## src/rtl/xm_pkg.sv

```systemverilog
package xm_pkg;

   typedef enum logic [1:0] {
      XM_IDLE = 2'd0,
      XM_RUN  = 2'd1,
      XM_DONE = 2'd2
   } xm_state_e;

   typedef struct packed {
      logic neg;
      logic zero;
      logic inf;
      logic nan;
   } xm_cc_t;

endpackage

```

## src/rtl/xm_lzc.sv

```systemverilog
module xm_lzc #(
   parameter int W    = 64,
   parameter bit TREE = 1'b1,
   localparam int CW  = $clog2(W)
) (
   input  logic [W-1:0]  vec,
   output logic [CW-1:0] count
);

   if (W < 4 || (W & (W - 1)) != 0) begin : g_bad_w
      $error("xm_lzc: W must be a power of two of at least 4");
   end

   if (TREE) begin : g_tree
      localparam int HW  = W / 2;
      localparam int HCW = CW - 1;

      function automatic logic [HCW-1:0] half_lzc(input logic [HW-1:0] v);
         logic [HCW-1:0] c;
         c = '0;
         for (int i = 0; i < HW; i++) begin
            if (v[i]) c = HCW'(HW - 1 - i);
         end
         return c;
      endfunction

      logic [HW-1:0]  upper, lower;
      logic [HCW-1:0] cnt_up, cnt_lo;
      logic           up_any;

      always_comb begin
         upper  = vec[W-1:HW];
         lower  = vec[HW-1:0];
         up_any = |upper;
         cnt_up = half_lzc(upper);
         cnt_lo = half_lzc(lower);
         count  = up_any ? {1'b0, cnt_up} : {1'b1, cnt_lo};
      end
   end else begin : g_flat
      always_comb begin
         count = '0;
         for (int i = 0; i < W; i++) begin
            if (vec[i]) count = CW'(W - 1 - i);
         end
      end
   end

endmodule

```

## src/rtl/xm_classify.sv

```systemverilog
module xm_classify #(
   parameter int EXP_W    = 15,
   parameter int SIG_W    = 64,
   parameter bit LZC_TREE = 1'b1,
   localparam int SH_W    = $clog2(SIG_W)
) (
   input  logic             op_sign,
   input  logic [EXP_W-1:0] op_exp,
   input  logic [SIG_W-1:0] op_sig,
   output logic             res_sign,
   output logic [EXP_W-1:0] res_exp,
   output logic [SIG_W-1:0] res_sig,
   output logic             res_snan
);

   localparam logic [EXP_W-1:0] EXP_MAX = '1;
   localparam logic [EXP_W-1:0] BIAS    = EXP_W'((1 << (EXP_W - 1)) - 1);

   logic [SH_W-1:0]  shamt;
   logic             exp_max, exp_zero, frac_nz, sig_nz;
   logic [SIG_W-1:0] norm_sig;

   xm_lzc #(.W(SIG_W), .TREE(LZC_TREE)) i_lzc (
      .vec   (op_sig),
      .count (shamt)
   );

   always_comb begin
      exp_max  = (op_exp == EXP_MAX);
      exp_zero = (op_exp == '0);
      frac_nz  = |op_sig[SIG_W-2:0];
      sig_nz   = |op_sig;
      norm_sig = sig_nz ? (op_sig << shamt) : '0;

      res_sign = op_sign;
      res_exp  = BIAS;
      res_sig  = op_sig;
      res_snan = 1'b0;

      if (exp_max) begin
         if (frac_nz) begin
            res_exp            = op_exp;
            res_sig            = op_sig;
            res_sig[SIG_W-1]   = 1'b1;
            res_sig[SIG_W-2]   = 1'b1;
            res_snan           = ~op_sig[SIG_W-2];
         end else begin
            res_sign = 1'b1;
            res_exp  = '1;
            res_sig  = '1;
         end
      end else if (exp_zero) begin
         if (!sig_nz) begin
            res_exp = '0;
            res_sig = '0;
         end else begin
            res_sig = norm_sig;
         end
      end
   end

endmodule

```

## src/rtl/xm_ccgen.sv

```systemverilog
module xm_ccgen
   import xm_pkg::*;
#(
   parameter int EXP_W = 15,
   parameter int SIG_W = 64
) (
   input  logic             r_sign,
   input  logic [EXP_W-1:0] r_exp,
   input  logic [SIG_W-1:0] r_sig,
   output xm_cc_t           cc
);

   logic top_exp, low_frac_nz;

   always_comb begin
      top_exp     = &r_exp;
      low_frac_nz = |r_sig[SIG_W-2:0];
      cc.neg      = r_sign;
      cc.zero     = (r_exp == '0) && (r_sig == '0);
      cc.inf      = top_exp && !low_frac_nz;
      cc.nan      = top_exp && low_frac_nz;
   end

endmodule

```

## src/rtl/xm_mant_extract.sv

```systemverilog
module xm_mant_extract
   import xm_pkg::*;
#(
   parameter int EXP_W    = 15,
   parameter int SIG_W    = 64,
   parameter int LATENCY  = 31,
   parameter bit LZC_TREE = 1'b1
) (
   input  logic             clk,
   input  logic             rst_n,
   input  logic             in_valid,
   output logic             in_ready,
   input  logic             in_sign,
   input  logic [EXP_W-1:0] in_exp,
   input  logic [SIG_W-1:0] in_sig,
   output logic             out_valid,
   input  logic             out_ready,
   output logic             out_sign,
   output logic [EXP_W-1:0] out_exp,
   output logic [SIG_W-1:0] out_sig,
   output logic             out_invalid,
   output logic             cc_neg,
   output logic             cc_zero,
   output logic             cc_inf,
   output logic             cc_nan
);

   localparam int CNT_W = $clog2(LATENCY + 1);
   localparam logic [CNT_W-1:0] CNT_LOAD = CNT_W'(LATENCY - 1);

   if (LATENCY < 1) begin : g_bad_lat
      $error("xm_mant_extract: LATENCY must be at least 1");
   end
   if (EXP_W < 3 || SIG_W < 4) begin : g_bad_width
      $error("xm_mant_extract: operand widths too small");
   end

   xm_state_e        state_q;
   logic [CNT_W-1:0] cnt_q;
   logic             snan_q;
   logic             accept;

   logic             c_sign, c_snan;
   logic [EXP_W-1:0] c_exp;
   logic [SIG_W-1:0] c_sig;
   xm_cc_t           cc;

   xm_classify #(
      .EXP_W    (EXP_W),
      .SIG_W    (SIG_W),
      .LZC_TREE (LZC_TREE)
   ) i_classify (
      .op_sign  (in_sign),
      .op_exp   (in_exp),
      .op_sig   (in_sig),
      .res_sign (c_sign),
      .res_exp  (c_exp),
      .res_sig  (c_sig),
      .res_snan (c_snan)
   );

   assign in_ready = (state_q == XM_IDLE);
   assign accept   = in_valid && in_ready;

   always_ff @(posedge clk or negedge rst_n) begin
      if (!rst_n) begin
         state_q     <= XM_IDLE;
         cnt_q       <= '0;
         snan_q      <= 1'b0;
         out_valid   <= 1'b0;
         out_invalid <= 1'b0;
         out_sign    <= 1'b0;
         out_exp     <= '0;
         out_sig     <= '0;
      end else begin
         unique case (state_q)
            XM_IDLE: begin
               if (accept) begin
                  state_q     <= XM_RUN;
                  cnt_q       <= CNT_LOAD;
                  snan_q      <= c_snan;
                  out_invalid <= 1'b0;
                  out_sign    <= c_sign;
                  out_exp     <= c_exp;
                  out_sig     <= c_sig;
               end
            end
            XM_RUN: begin
               if (cnt_q == '0) begin
                  state_q     <= XM_DONE;
                  out_valid   <= 1'b1;
                  out_invalid <= snan_q;
               end else begin
                  cnt_q <= cnt_q - 1'b1;
               end
            end
            XM_DONE: begin
               if (out_ready) begin
                  state_q     <= XM_IDLE;
                  out_valid   <= 1'b0;
                  out_invalid <= 1'b0;
               end
            end
            default: state_q <= XM_IDLE;
         endcase
      end
   end

   xm_ccgen #(.EXP_W(EXP_W), .SIG_W(SIG_W)) i_ccgen (
      .r_sign (out_sign),
      .r_exp  (out_exp),
      .r_sig  (out_sig),
      .cc     (cc)
   );

   assign cc_neg  = cc.neg;
   assign cc_zero = cc.zero;
   assign cc_inf  = cc.inf;
   assign cc_nan  = cc.nan;

endmodule

```

## config.mk

```make
export PLATFORM = sky130hd
export DESIGN_NAME = xm_mant_extract
export DESIGN_NICKNAME = d
export VERILOG_FILES = /design/src/rtl/xm_pkg.sv /design/src/rtl/xm_lzc.sv /design/src/rtl/xm_classify.sv /design/src/rtl/xm_ccgen.sv /design/src/rtl/xm_mant_extract.sv
export SDC_FILE = /design/constraint.sdc
export NUM_CORES = 1
export LEC_CHECK = 0
export BUFFER_PORTS_ARGS = -buffer_cell sky130_fd_sc_hd__buf_2
export CAP_MARGIN = 20
export CORE_ASPECT_RATIO = 0.75
export CORE_MARGIN = 2
export CORE_UTILIZATION = 35
export CTS_CLUSTER_SIZE = 8
export DETAILED_ROUTE_END_ITERATION = 16
export SLEW_MARGIN = 5
export SYNTH_ARGS = -nofsm -noshare
export SYNTH_HDL_FRONTEND = slang
export SYNTH_SLANG_ARGS = --single-unit
```

## constraint.sdc

```tcl
create_clock -name clk -period 2.6 [get_ports clk]
set_clock_uncertainty 0.05 [all_clocks]
set_input_delay 0.52 -clock clk [delete_from_list [all_inputs] [get_ports clk]]
set_output_delay 0.52 -clock clk [all_outputs]
set_load 0.01 [all_outputs]
```

=== Word level (Yosys, flattened, before mapping) ===
Cells that the tools add are included.

* Register bits after elaboration: 90
* Input bits: 84
* Output and inout bits: 87
* Word-level logic and storage cells: 131

* $add $sub $neg: 1
* Equal/unequal tests: 7
* Shifts and indexed selects: 1
* Multiplexer cells: 90
* Bitwise gates (word level): 1
* Reductions and logical operators: 23

{| class="wikitable"
|+ Operators by type and width
! operator !! count
|-
| 5-bit two-way mux || 66
|-
| 64-bit two-way mux || 3
|-
| 63-bit OR reduction || 2
|-
| 64-bit zero test || 1
|-
| 64-bit OR reduction || 1
|-
| 64-bit by 6-bit left shift with 64-bit output || 1
|-
| 62-bit two-way mux || 1
|-
| 15-bit two-way mux || 3
|-
| 32-bit OR reduction || 1
|-
| 15-bit zero test || 2
|-
| 15-bit == test, second input constant || 1
|-
| 15-bit AND reduction || 1
|-
| 14-bit two-way mux || 1
|-
| 5-bit one-hot mux with 2 select lines || 1
|-
| 3-bit AND reduction || 3
|-
| 1-bit two-way mux || 8
|-
| 2-bit two-way mux || 3
|-
| 6-bit two-way mux || 1
|-
| 2-bit inequality test, second input constant || 3
|-
| 2-bit one-hot mux with 3 select lines || 1
|-
| 5-bit zero test || 1
|-
| 5-bit by 1-bit subtractor with 5-bit output, second input constant || 1
|-
| 1-bit logical AND || 4
|-
| 4-bit AND reduction || 1
|-
| 11 further kinds || 12
|}

=== Depth between registers and ports, before layout ===
Gate-level depths: netlist of run 1.

* Depth after elaboration: 37
* Gate-level depth with buffers: 16
* Gate-level depth less buffers: 10

=== By module ===
From an unflattened synthesis of run 1, not the netlist that was laid out.

* Cells, all modules: 972
* Area, all modules: 9795.6 µm²

{| class="wikitable"
|+ By module, submodules not included
! module !! times used !! cells an instance !! area each (µm²) !! seq. area each (µm²)
|-
| xm_classify || 1 || 592 || 5253.8 || 0.0
|-
| xm_mant_extract || 1 || 213 || 3463.3 || 2252.2
|-
| xm_lzc || 1 || 132 || 844.6 || 0.0
|-
| xm_ccgen || 1 || 35 || 234.0 || 0.0
|}

=== Least setup slack after synthesis of run 1 ===
OpenSTA, ideal clock, no wires.

* Path type: input-to-reg
* From: input port in_sig[44]
* To: register out_sig[42]
* Library setup time: 0.131 ns
* Arrival: 3.213 ns
* Data required time: 2.419 ns
* Path slack: -0.795 ns
* Stages on the path: 13
* Buffers on the path: 3
* Path through: buf_2 > nor4_1 > and4_1 > buf_4 > nand2_4 > a22o_1 > o22ai_4 > buf_6 > mux2_2 > o211ai_1 > a21oi_1 > o41ai_1 > nand2_1

* Cells in the longest elaborated chain, start to end: 25
* Elaborated cells between the ends (all ways): 29
* Classes of those cells: 1 x shift; 25 x mux; 3 x reduce/logical

{| class="wikitable"
|+ RTL lines
! item !! line !! source
|-
| start: declaration || xm_mant_extract.sv:15 || <nowiki>input logic [SIG_W-1:0] in_sig,</nowiki>
|-
| 5-bit two-way mux (20 in series) || xm_lzc.sv:22 || <nowiki>if (v[i]) c = HCW'(HW - 1 - i);</nowiki>
|-
| 6-bit two-way mux || xm_lzc.sv:37 || <nowiki>count = up_any ? {1'b0, cnt_up} : {1'b1, cnt_lo};</nowiki>
|-
| 64-bit by 6-bit left shift with 64-bit output || xm_classify.sv:33 || <nowiki>norm_sig = sig_nz ? (op_sig << shamt) : '0;</nowiki>
|-
| 64-bit two-way mux || xm_classify.sv:53 || <nowiki>if (!sig_nz) begin</nowiki>
|-
| 64-bit two-way mux || xm_classify.sv:52 || <nowiki>end else if (exp_zero) begin</nowiki>
|-
| 64-bit two-way mux (*) || xm_classify.sv:40 || <nowiki>if (exp_max) begin</nowiki>
|-
| end signal: assignment || xm_mant_extract.sv:85 || <nowiki>out_sig <= c_sig;</nowiki>
|-
| end: declaration || xm_mant_extract.sv:20 || <nowiki>output logic [SIG_W-1:0] out_sig,</nowiki>
|}

Mark *: on every way between the ends. The rest lies on a longest branch, timed or not.
A chain may end at the register's enable or synchronous reset.

=== Worst setup path in the final report of run 1 ===
* From: input port in_sig[15]
* To: register out_sig[24]

* Cells in the longest elaborated chain, start to end: 22
* Elaborated cells between the ends (all ways): 25
* Classes of those cells: 1 x shift; 22 x mux; 2 x reduce/logical

{| class="wikitable"
|+ RTL lines
! item !! line
|-
| 5-bit two-way mux (17 in series) || xm_lzc.sv:22
|-
| 6-bit two-way mux || xm_lzc.sv:37
|-
| 64-bit by 6-bit left shift with 64-bit output || xm_classify.sv:33
|-
| 64-bit two-way mux || xm_classify.sv:53
|-
| 64-bit two-way mux || xm_classify.sv:52
|-
| 64-bit two-way mux (*) || xm_classify.sv:40
|}

Marks and branches as above.

==> results of run 1 <==
==> layer usage <==
metal | up-vias | GRT usage, % | share of wire (%)
met3 | 419 | 15.6 | 14
met1 | 8284 | 64.3 | 37
met5 | - | 0 | 0.095
met4 | 4 | 23.3 | 7.6
li1 | 6980 | - | -
met2 | 1393 | 70.2 | 41
==> registers in the layout, indices dropped and copies added, names as in the netlist <==
signal / cells
out_invalid: 1
out_exp: 15
out_sig: 64
state_q: 2
cnt_q: 5
out_sign: 1
out_valid: 1
snan_q: 1
==> per-stage QoR <==
stage	instances	hold WS, ns
after global placement	2367	0.420
after detailed placement	2367	0.424
final	2552	0.0212
after floorplan	1424	0.174
after CTS	2475	0.0246
after global routing	2552	0.0313
==> kinds of logic after synthesis <==
| family | count (synthesis) | share of synthesized area [%] |
|---|---|---|
| compound gates | 491 | 31.5 |
| mux | 126 | 14.0 |
| xor+xnor | 3 | 0.244 |
| fa+ha+maj | 2 | 0.233 |
| buf+inv | 160 | 7.56 |
| flops | 90 | 20.9 |
| simple gates | 552 | 25.5 |
==> critical path: stages <==
cell      delay [ns]
buf_2           0.12
buf_4           0.15
or2_2           0.32
a221oi_4        0.48
o21a_1          0.23
buf_4           0.14
o311ai_4        0.18
buf_6           0.21
buf_4           0.14
nand3_1         0.16
nand2_1         0.13
a221oi_4        0.36
buf_4           0.18
a21oi_4         0.10
a221oi_4        0.38
o21ai_1         0.10
==> repair_timing <==
item	4_1_cts	5_1_grt
cloned	9	1
pin swaps	100	166
gates resized for setup	373	377
setup buffers	95	106
endpoints found under the setup margin	67	68
hold buffers	0	0
==> cells in the final DEF (no fill, tap or decap), drive strengths merged, types with 10 or more instances in the layout <==
master	synthesis	routed
o211ai	33	33
clkbuf	76	11
mux2	18	18
a22oi	14	14
a31oi	32	32
and2	16	16
o31ai	14	14
nand3	102	102
mux2i	95	95
o21ai	121	121
buf	70	853
a21oi	91	91
o221ai	13	13
nor3	40	40
o21a	19	19
nor2	122	123
o22ai	26	26
nor2b	10	10
a211oi	31	31
nand2	145	146
dfrtp	90	90
inv	14	18
a221oi	19	19
mux4	13	13
nor4	54	54
nand4	27	27
==> path summary, 6_finish.rpt <==
| path | start | endpoint | slack [ns] | depth (start not counted) |
|---|---|---|---|---|
| max in group asynchronous | rst_n | out_sig[50] | 1.72 | 2 |
| worst max-delay path | in_sig[15] | out_sig[24] | -1.10 | 16 |
| worst min-delay path | rst_n | out_sig[4] | 0.02 | 1 |
| min in group clk | in_sign | out_sign | 0.32 | 3 |
| worst max register to register | state_q[1] | out_sig[59] | 0.02 | 8 |
| worst min register to register | out_sign | out_sign | 0.46 | 2 |
==> power by group through the flow <==
stage               clock, uW  combinational, uW  sequential (uW)
finish                   1400               6060             2590
floorplan                   0               2030             2580
global route             1460               6340             2630
detailed placement          0               4620             2530
global placement            0               4590             2530
CTS                      1400               5270             2550
==> final cells by class <==
| class | count | area (um2) |
|---|---|---|
| multi-input cells | 1177 | 10800 |
| fillers | 2278 | 9010 |
| repair buffers | 856 | 7270 |
| flip-flops and latches | 90 | 2250 |
| well taps | 399 | 499 |
| clock buffers | 9 | 225 |
| clock inverters | 7 | 76.3 |
| inverters | 14 | 52.6 |
==> cells in the mapped netlist, drive strengths merged, types with 14 or more instances <==
library cell / count
o21a: 19
nand3: 102
mux2i: 95
a31oi: 32
a21oi: 91
o211ai: 33
o21ai: 121
nor4: 54
nor3: 40
dfrtp: 90
a211oi: 31
a22oi: 14
clkbuf: 76
o22ai: 26
nor2: 122
o31ai: 14
nand2: 145
a221oi: 19
buf: 70
mux2: 18
inv: 14
and2: 16
nand4: 27
==> summary.md, run 1 <==
| Metric | Value |
|---|---|
| Ys flop type | dfrtp_1 |
| Cells after Synth | 1424 |
| Avg Synthesized Cell Area | 7.56 um2 |
| Sequential share of the synthesized area | 20.9% |
| Synth-to-layout area growth | 97.0% |
| Root buf cell | clkbuf_16 |
| Clock buffer depth | 2 |
| Grt ovf | 0 |
| Seq pwr share | 25.7% |
| WS Path Type | input pin to flip-flop |
| Final worst slack | -1.10 ns |
| Starting Density | 35.6% |
| Routed wire length | 83300 um |
| Die area | 32200 um2 |
| Drt initial violations | 2208 |
| Leak | 0.00873 uW |
| Per-cell routed wire length | 32.6 um |
| Final Core Density | 70.2% |
| Number of synthesized flops with an enable pin | 0 |
| RSZ-0062 raised after global routing | yes |
| Min-Delay Path Class | input pin to async pin |
| Largest fanout on the critical path | 5 |
| Combinational power share | 60.3% |
| Ports | 171 |
| Die X | 206 um |
| Net Switching | 4650 uW |
| Fmax | 271 MHz |
| Drt first pass iters | 6 |
| First-pass GRT wire length | 111000 um |
| Layout cells sized above 1 | 60.9% |
| Slew Limit Fails | 0 |
| Worst-margin pin slew | 0.985 ns |
| Buffers on Ports | 170 |
| Vias in the first global route | 15800 |
| GPL Wtd Cong | 1.05 |
| Relative slew margins | 34.3% |
| DRC viols | 0 |
| Design area | 21200 um2 |
| Worst Path Required | 2.81 ns |
| Initial antenna violation count | 4 |
| Vias | 17100 |
| CP Capture Type | flip-flop |
| Worst slack, placed | -1.74 ns |
| P_int | 5390 uW |
| Post-synth design cell area | 10800 um2 |
| Mapped Nets | 1510 |
| Share of synthesized registers carrying an async set or reset | 100% |
| Largest net degree at the start of global routing | 85 |
| Critical Path Source Type | input pin |
| Final hold violations | 0 |
| Dpl cell area | 15800 um2 |
| Status | finished with violations |
| Clk slew on worst S/H paths | 0.08 ns |
| Nets | 2234 |
| Power Dens Cells | 474 nW/um2 |
| Synth top area share | 20.9% |
| CTS tree | yes |
| Yosys warns | 0 |
| Clk network pwr share | 13.9% |
| Routed vias/inst | 6.69 |
| Skew-Pair Late Insertion Delay | 0.37 ns |
| Setup-failing EPs final | 66 |
| Detail Route Antenna Nets | 0 |
| H-Tree Depth | 3 |
| Worst vdd ir | 489 uV |
| Core Area | 30200 um2 |
| Synth area leaders | dfrtp_1 (21%), mux2i_1 (8.3%), nand2_1 (5.0%), o21ai_0 (4.8%), nand3_1 (4.7%) |
| DP Wirelength | 60300 um |
| Switching fraction of total power | 46.3% |
| Sink Count | 90 |
| Max Cap Viol | 0 |
| Synth unique cells | 96 |
| Flip-flop and latch count after synthesis | 90 |
| Min Tclk post-route | 3.70 ns |
| Final Cycle Share | 142% |
| Number of CTS-inserted buffers | 9 |
| Die height | 156 um |
| Failing checks | negative setup slack |
| Number of diodes | 0 |
| Total power draw | 10000 uW |
| Total Routing Usage GR | 48.3% |
| Crit path DAT | 3.91 ns |
| TNS Setup | -56.96 ns |
| Core Rows | 55 |
| Yosys top cell by area | dfrtp_1 |
Power figures use the tool's default switching activity.
==> inputs of run 2 (changes only) <==
--- a/config.mk
+++ b/config.mk
@@ -5,6 +5,7 @@
 export SDC_FILE = /design/constraint.sdc
 export NUM_CORES = 1
 export LEC_CHECK = 0
+export ABC_AREA = 1
 export BUFFER_PORTS_ARGS = -buffer_cell sky130_fd_sc_hd__buf_2
 export CAP_MARGIN = 20
 export CORE_ASPECT_RATIO = 0.75
==> constraint.sdc (replaced) <==
create_clock -name clk -period 2.6 [get_ports clk]
set_clock_uncertainty 0.05 [all_clocks]
set_input_delay 0.65 -clock clk [delete_from_list [all_inputs] [get_ports clk]]
set_output_delay 0.65 -clock clk [all_outputs]
set_load 0.01 [all_outputs]
==> run 2 against run 1 <==
The flow still finishes with violations (negative setup slack); sequential power is 3% higher; die area down 7.2%; setup slack worse by 0.19 ns; global-route usage fell by 13 points; wire length is 33% lower; non-clock buffer count is 358 lower; largest cell class unchanged; largest power group unchanged; highest routed layer is now met4.
==> summary.md, run 2 <==
| Metric | Value |
|---|---|
| Status | finished with violations |
| Failing checks | negative setup slack |
| Number of synthesized flops with an enable pin | 0 |
| Vias in the first global route | 14000 |
| P_int | 5070 uW |
| FF-to-FF path depth | 15 |
| Xor-xnor portion of the synthesized cell area | 0% |
| Commonest cells after routing, fill and taps aside | nand2_1 (462), buf_4 (273), nand3_1 (244) |
| Slew Limit Fails | 0 |
| Buffers on Ports | 170 |
| Most common cell after layout, fill and taps aside | nand2_1 |
| Largest net degree at the start of global routing | 60 |
| Min-Delay Path Class | input pin to async pin |
| Net Switching | 4520 uW |
| Final Cycle Share | 149% |
| Nets | 2266 |
| Slowest-stage cell, CP | buf_4 |
| GPL Wtd Cong | 1.02 |
| Post-Synth Adder-Cell Area | 0.251% |
| Drt first pass iters | 8 |
| CTS tree | yes |
| Final worst slack | -1.29 ns |
| Power Dens Cells | 566 nW/um2 |
| Root buf cell | clkbuf_16 |
| Highest Signal Layer | met4 |
| Most common cell in the netlist | nand2_1 |
| CP Capture Type | flip-flop |
| Total Routing Usage GR | 35.6% |
| Combinational power share | 57.6% |
| Cells after Synth | 1788 |
| Seq pwr share | 27.7% |
| Ys flop type | dfrtp_1 |
| Number of CTS-inserted buffers | 9 |
| RSZ-0062 raised after global routing | yes |
| Synth top area share | 25.7% |
| Ports | 171 |
| Met2 WL | 22700 um |
| Met1 Wirelength | 22700 um |
| Vias | 15200 |
| Worst-margin pin slew | 0.543 ns |
| Max Cap Viol | 0 |
| Worst Path Required | 2.79 ns |
| Die height | 150 um |
| Synth area leaders | nand3_1 (26%), dfrtp_1 (23%), nand2_1 (21%), inv_1 (5.8%), o21ai_0 (3.0%) |
| Routed vias/inst | 5.90 |
| Fmax | 257 MHz |
| Clock buffer depth | 2 |
| Clk slew on worst S/H paths | 0.07 ns |
| Flip-flop count of the largest register after layout | 64 |
| Setup-failing EPs final | 73 |
| Die area | 29900 um2 |
| Drt initial violations | 2339 |
| Post-synth design cell area | 9970 um2 |
| Starting Density | 35.5% |
| Layout cells sized above 1 | 44.3% |
| Yosys warns | 0 |
| Reg2reg end | out_sig[48] |
| Leak | 0.00830 uW |
| Largest fanout on the critical path | 15 |
| Yosys top cell by area | nand3_1 |
| Commonest cells in the netlist | nand2_1 (560), nand3_1 (512), inv_1 (154) |
| Largest regs | out_sig: 64 flops, out_exp: 15 flops, cnt_q: 5 flops |
| DP Wirelength | 40200 um |
| Grt ovf | 0 |
| WS Path Type | input pin to flip-flop |
| Placed cells | 2524 |
| Crit path DAT | 4.08 ns |
| Initial antenna violation count | 1 |
| Avg Synthesized Cell Area | 5.58 um2 |
| Mapped Nets | 1874 |
| Worst slack, placed | -1.63 ns |
| Final hold violations | 0 |
| Worst vdd ir | 331 uV |
| Largest family of logic cells by synthesized area | simple AND/OR/NAND/NOR gates |
| Sink Count | 90 |
| Post-Synth Simple-Gate Area | 54.3% |
| Reg2reg setup slack | -0.08 ns |
| Final Core Density | 60.4% |
| Filler cells | 2528 |
| Routed wire length | 55900 um |
| Flip-flop and latch count after synthesis | 90 |
| Biggest register | out_sig |
| DRC viols | 0 |
| Post-synthesis mux area share | 0% |
| Critical Path Source Type | input pin |
| Detail Route Antenna Nets | 0 |
| Synth unique cells | 37 |
| Hold buffers post-CTS | 0 |
| Sequential share of the synthesized area | 22.6% |
| Die X | 199 um |
| First-pass GRT wire length | 81000 um |
| Crit Reg-Reg Startpoint | cnt_q[0] |
| Synth Area in Compound Gates | 11.5% |
| Total power draw | 9580 uW |
| Relative slew margins | 63.8% |
| Share of synthesized registers carrying an async set or reset | 100% |
| Clk network pwr share | 14.7% |
| Core Rows | 53 |
| H-Tree Depth | 3 |
| Met3 Wirelength | 8570 um |
| Switching fraction of total power | 47.2% |
| Per-cell routed wire length | 21.8 um |
| Cell mode on critical path | nand2_1 |
| Max incr delay on CP | 0.33 ns |
| Finished Layout Cells | 2571 |
| Skew-Pair Late Insertion Delay | 0.35 ns |
| Core Area | 28100 um2 |
| Synth-to-layout area growth | 69.8% |
| Min Tclk post-route | 3.89 ns |
[run 2: power by group through the flow]
| stage | clock network (uW) | registers, uW | logic, uW |
|---|---|---|---|
| finish | 1410 | 2660 | 5520 |
| global route | 1470 | 2730 | 6050 |
| global placement | 0 | 2590 | 4650 |
| floorplan | 0 | 2790 | 2440 |
| detailed placement | 0 | 2600 | 4750 |
| CTS | 1420 | 2640 | 5200 |
[run 2: layer usage]
layer  up-vias  GRT usage [%]
met4         0           10.0
li1       6870              -
met5         -              0
met3       190           13.4
met2      1071           50.2
met1      7046           50.2
[run 2: kinds of logic (layout without fill, tap and decap cells)]
kind of cell	count (synthesis)	in the layout
flip-flops	90	90
AND/OR/NAND/NOR	1223	1223
buffers and inverters	280	677
adder cells (fa/ha/maj)	2	2
other	0	1
AO/OA/AOI/OAI	193	193
[run 2: how the worst max path moves through the flow]
stage               slack, ns  startpoint          end  depth (start not counted)
floorplan               -0.73   in_sig[2]  out_sig[57]                         46
global placement        -1.70  in_sig[33]  out_sig[32]                         50
detailed placement      -1.63  in_sig[33]  out_sig[32]                         50
CTS                     -1.09   in_sig[1]  out_sig[32]                         51
global route            -1.65   in_sig[1]  out_sig[34]                         47
finish                  -1.29  in_sig[32]  out_sig[44]                         29
[run 2: timing repair]
action | 4_1_cts | 5_1_grt
resized for setup | 411 | 157
setup endpoints to repair | 83 | 84
cloned | 7 | 4
setup buffers | 15 | 9
endpoints found under the hold margin | 0 | 0
pin swaps | 95 | 64
[run 2: cell type report]
class                      count  area [um2]  area share [%]
multi-input combinational   1418        9320            55.0
timing repair buffer         498        3920            23.1
sequential                    90        2250            13.3
inverter                     163         647            3.82
tap                          385         482            2.85
clock buffer                  10         239            1.41
clock inverter                 6        71.3           0.421
antenna                        1        2.50          0.0148
[run 2: worst max-delay path, delay by kind of cell]
kind,cells,cell delay (ns)
buffers and inverters,5,0.98
AND/OR/NAND/NOR,20,1.85
AO/OA/AOI/OAI,4,0.55
[run 2: metrics by stage]
step / TNS (ns) / instance area [um2] / hold slack (ns)
finish: -71.57 / 16900 / 0.105
global placement: -107.56 / 13500 / 0.417
detailed placement: -104.01 / 13500 / 0.413
global route: -100.01 / 16900 / 0.113
CTS: -62.57 / 16000 / 0.106
floorplan: -43.71 / 10200 / 0.304
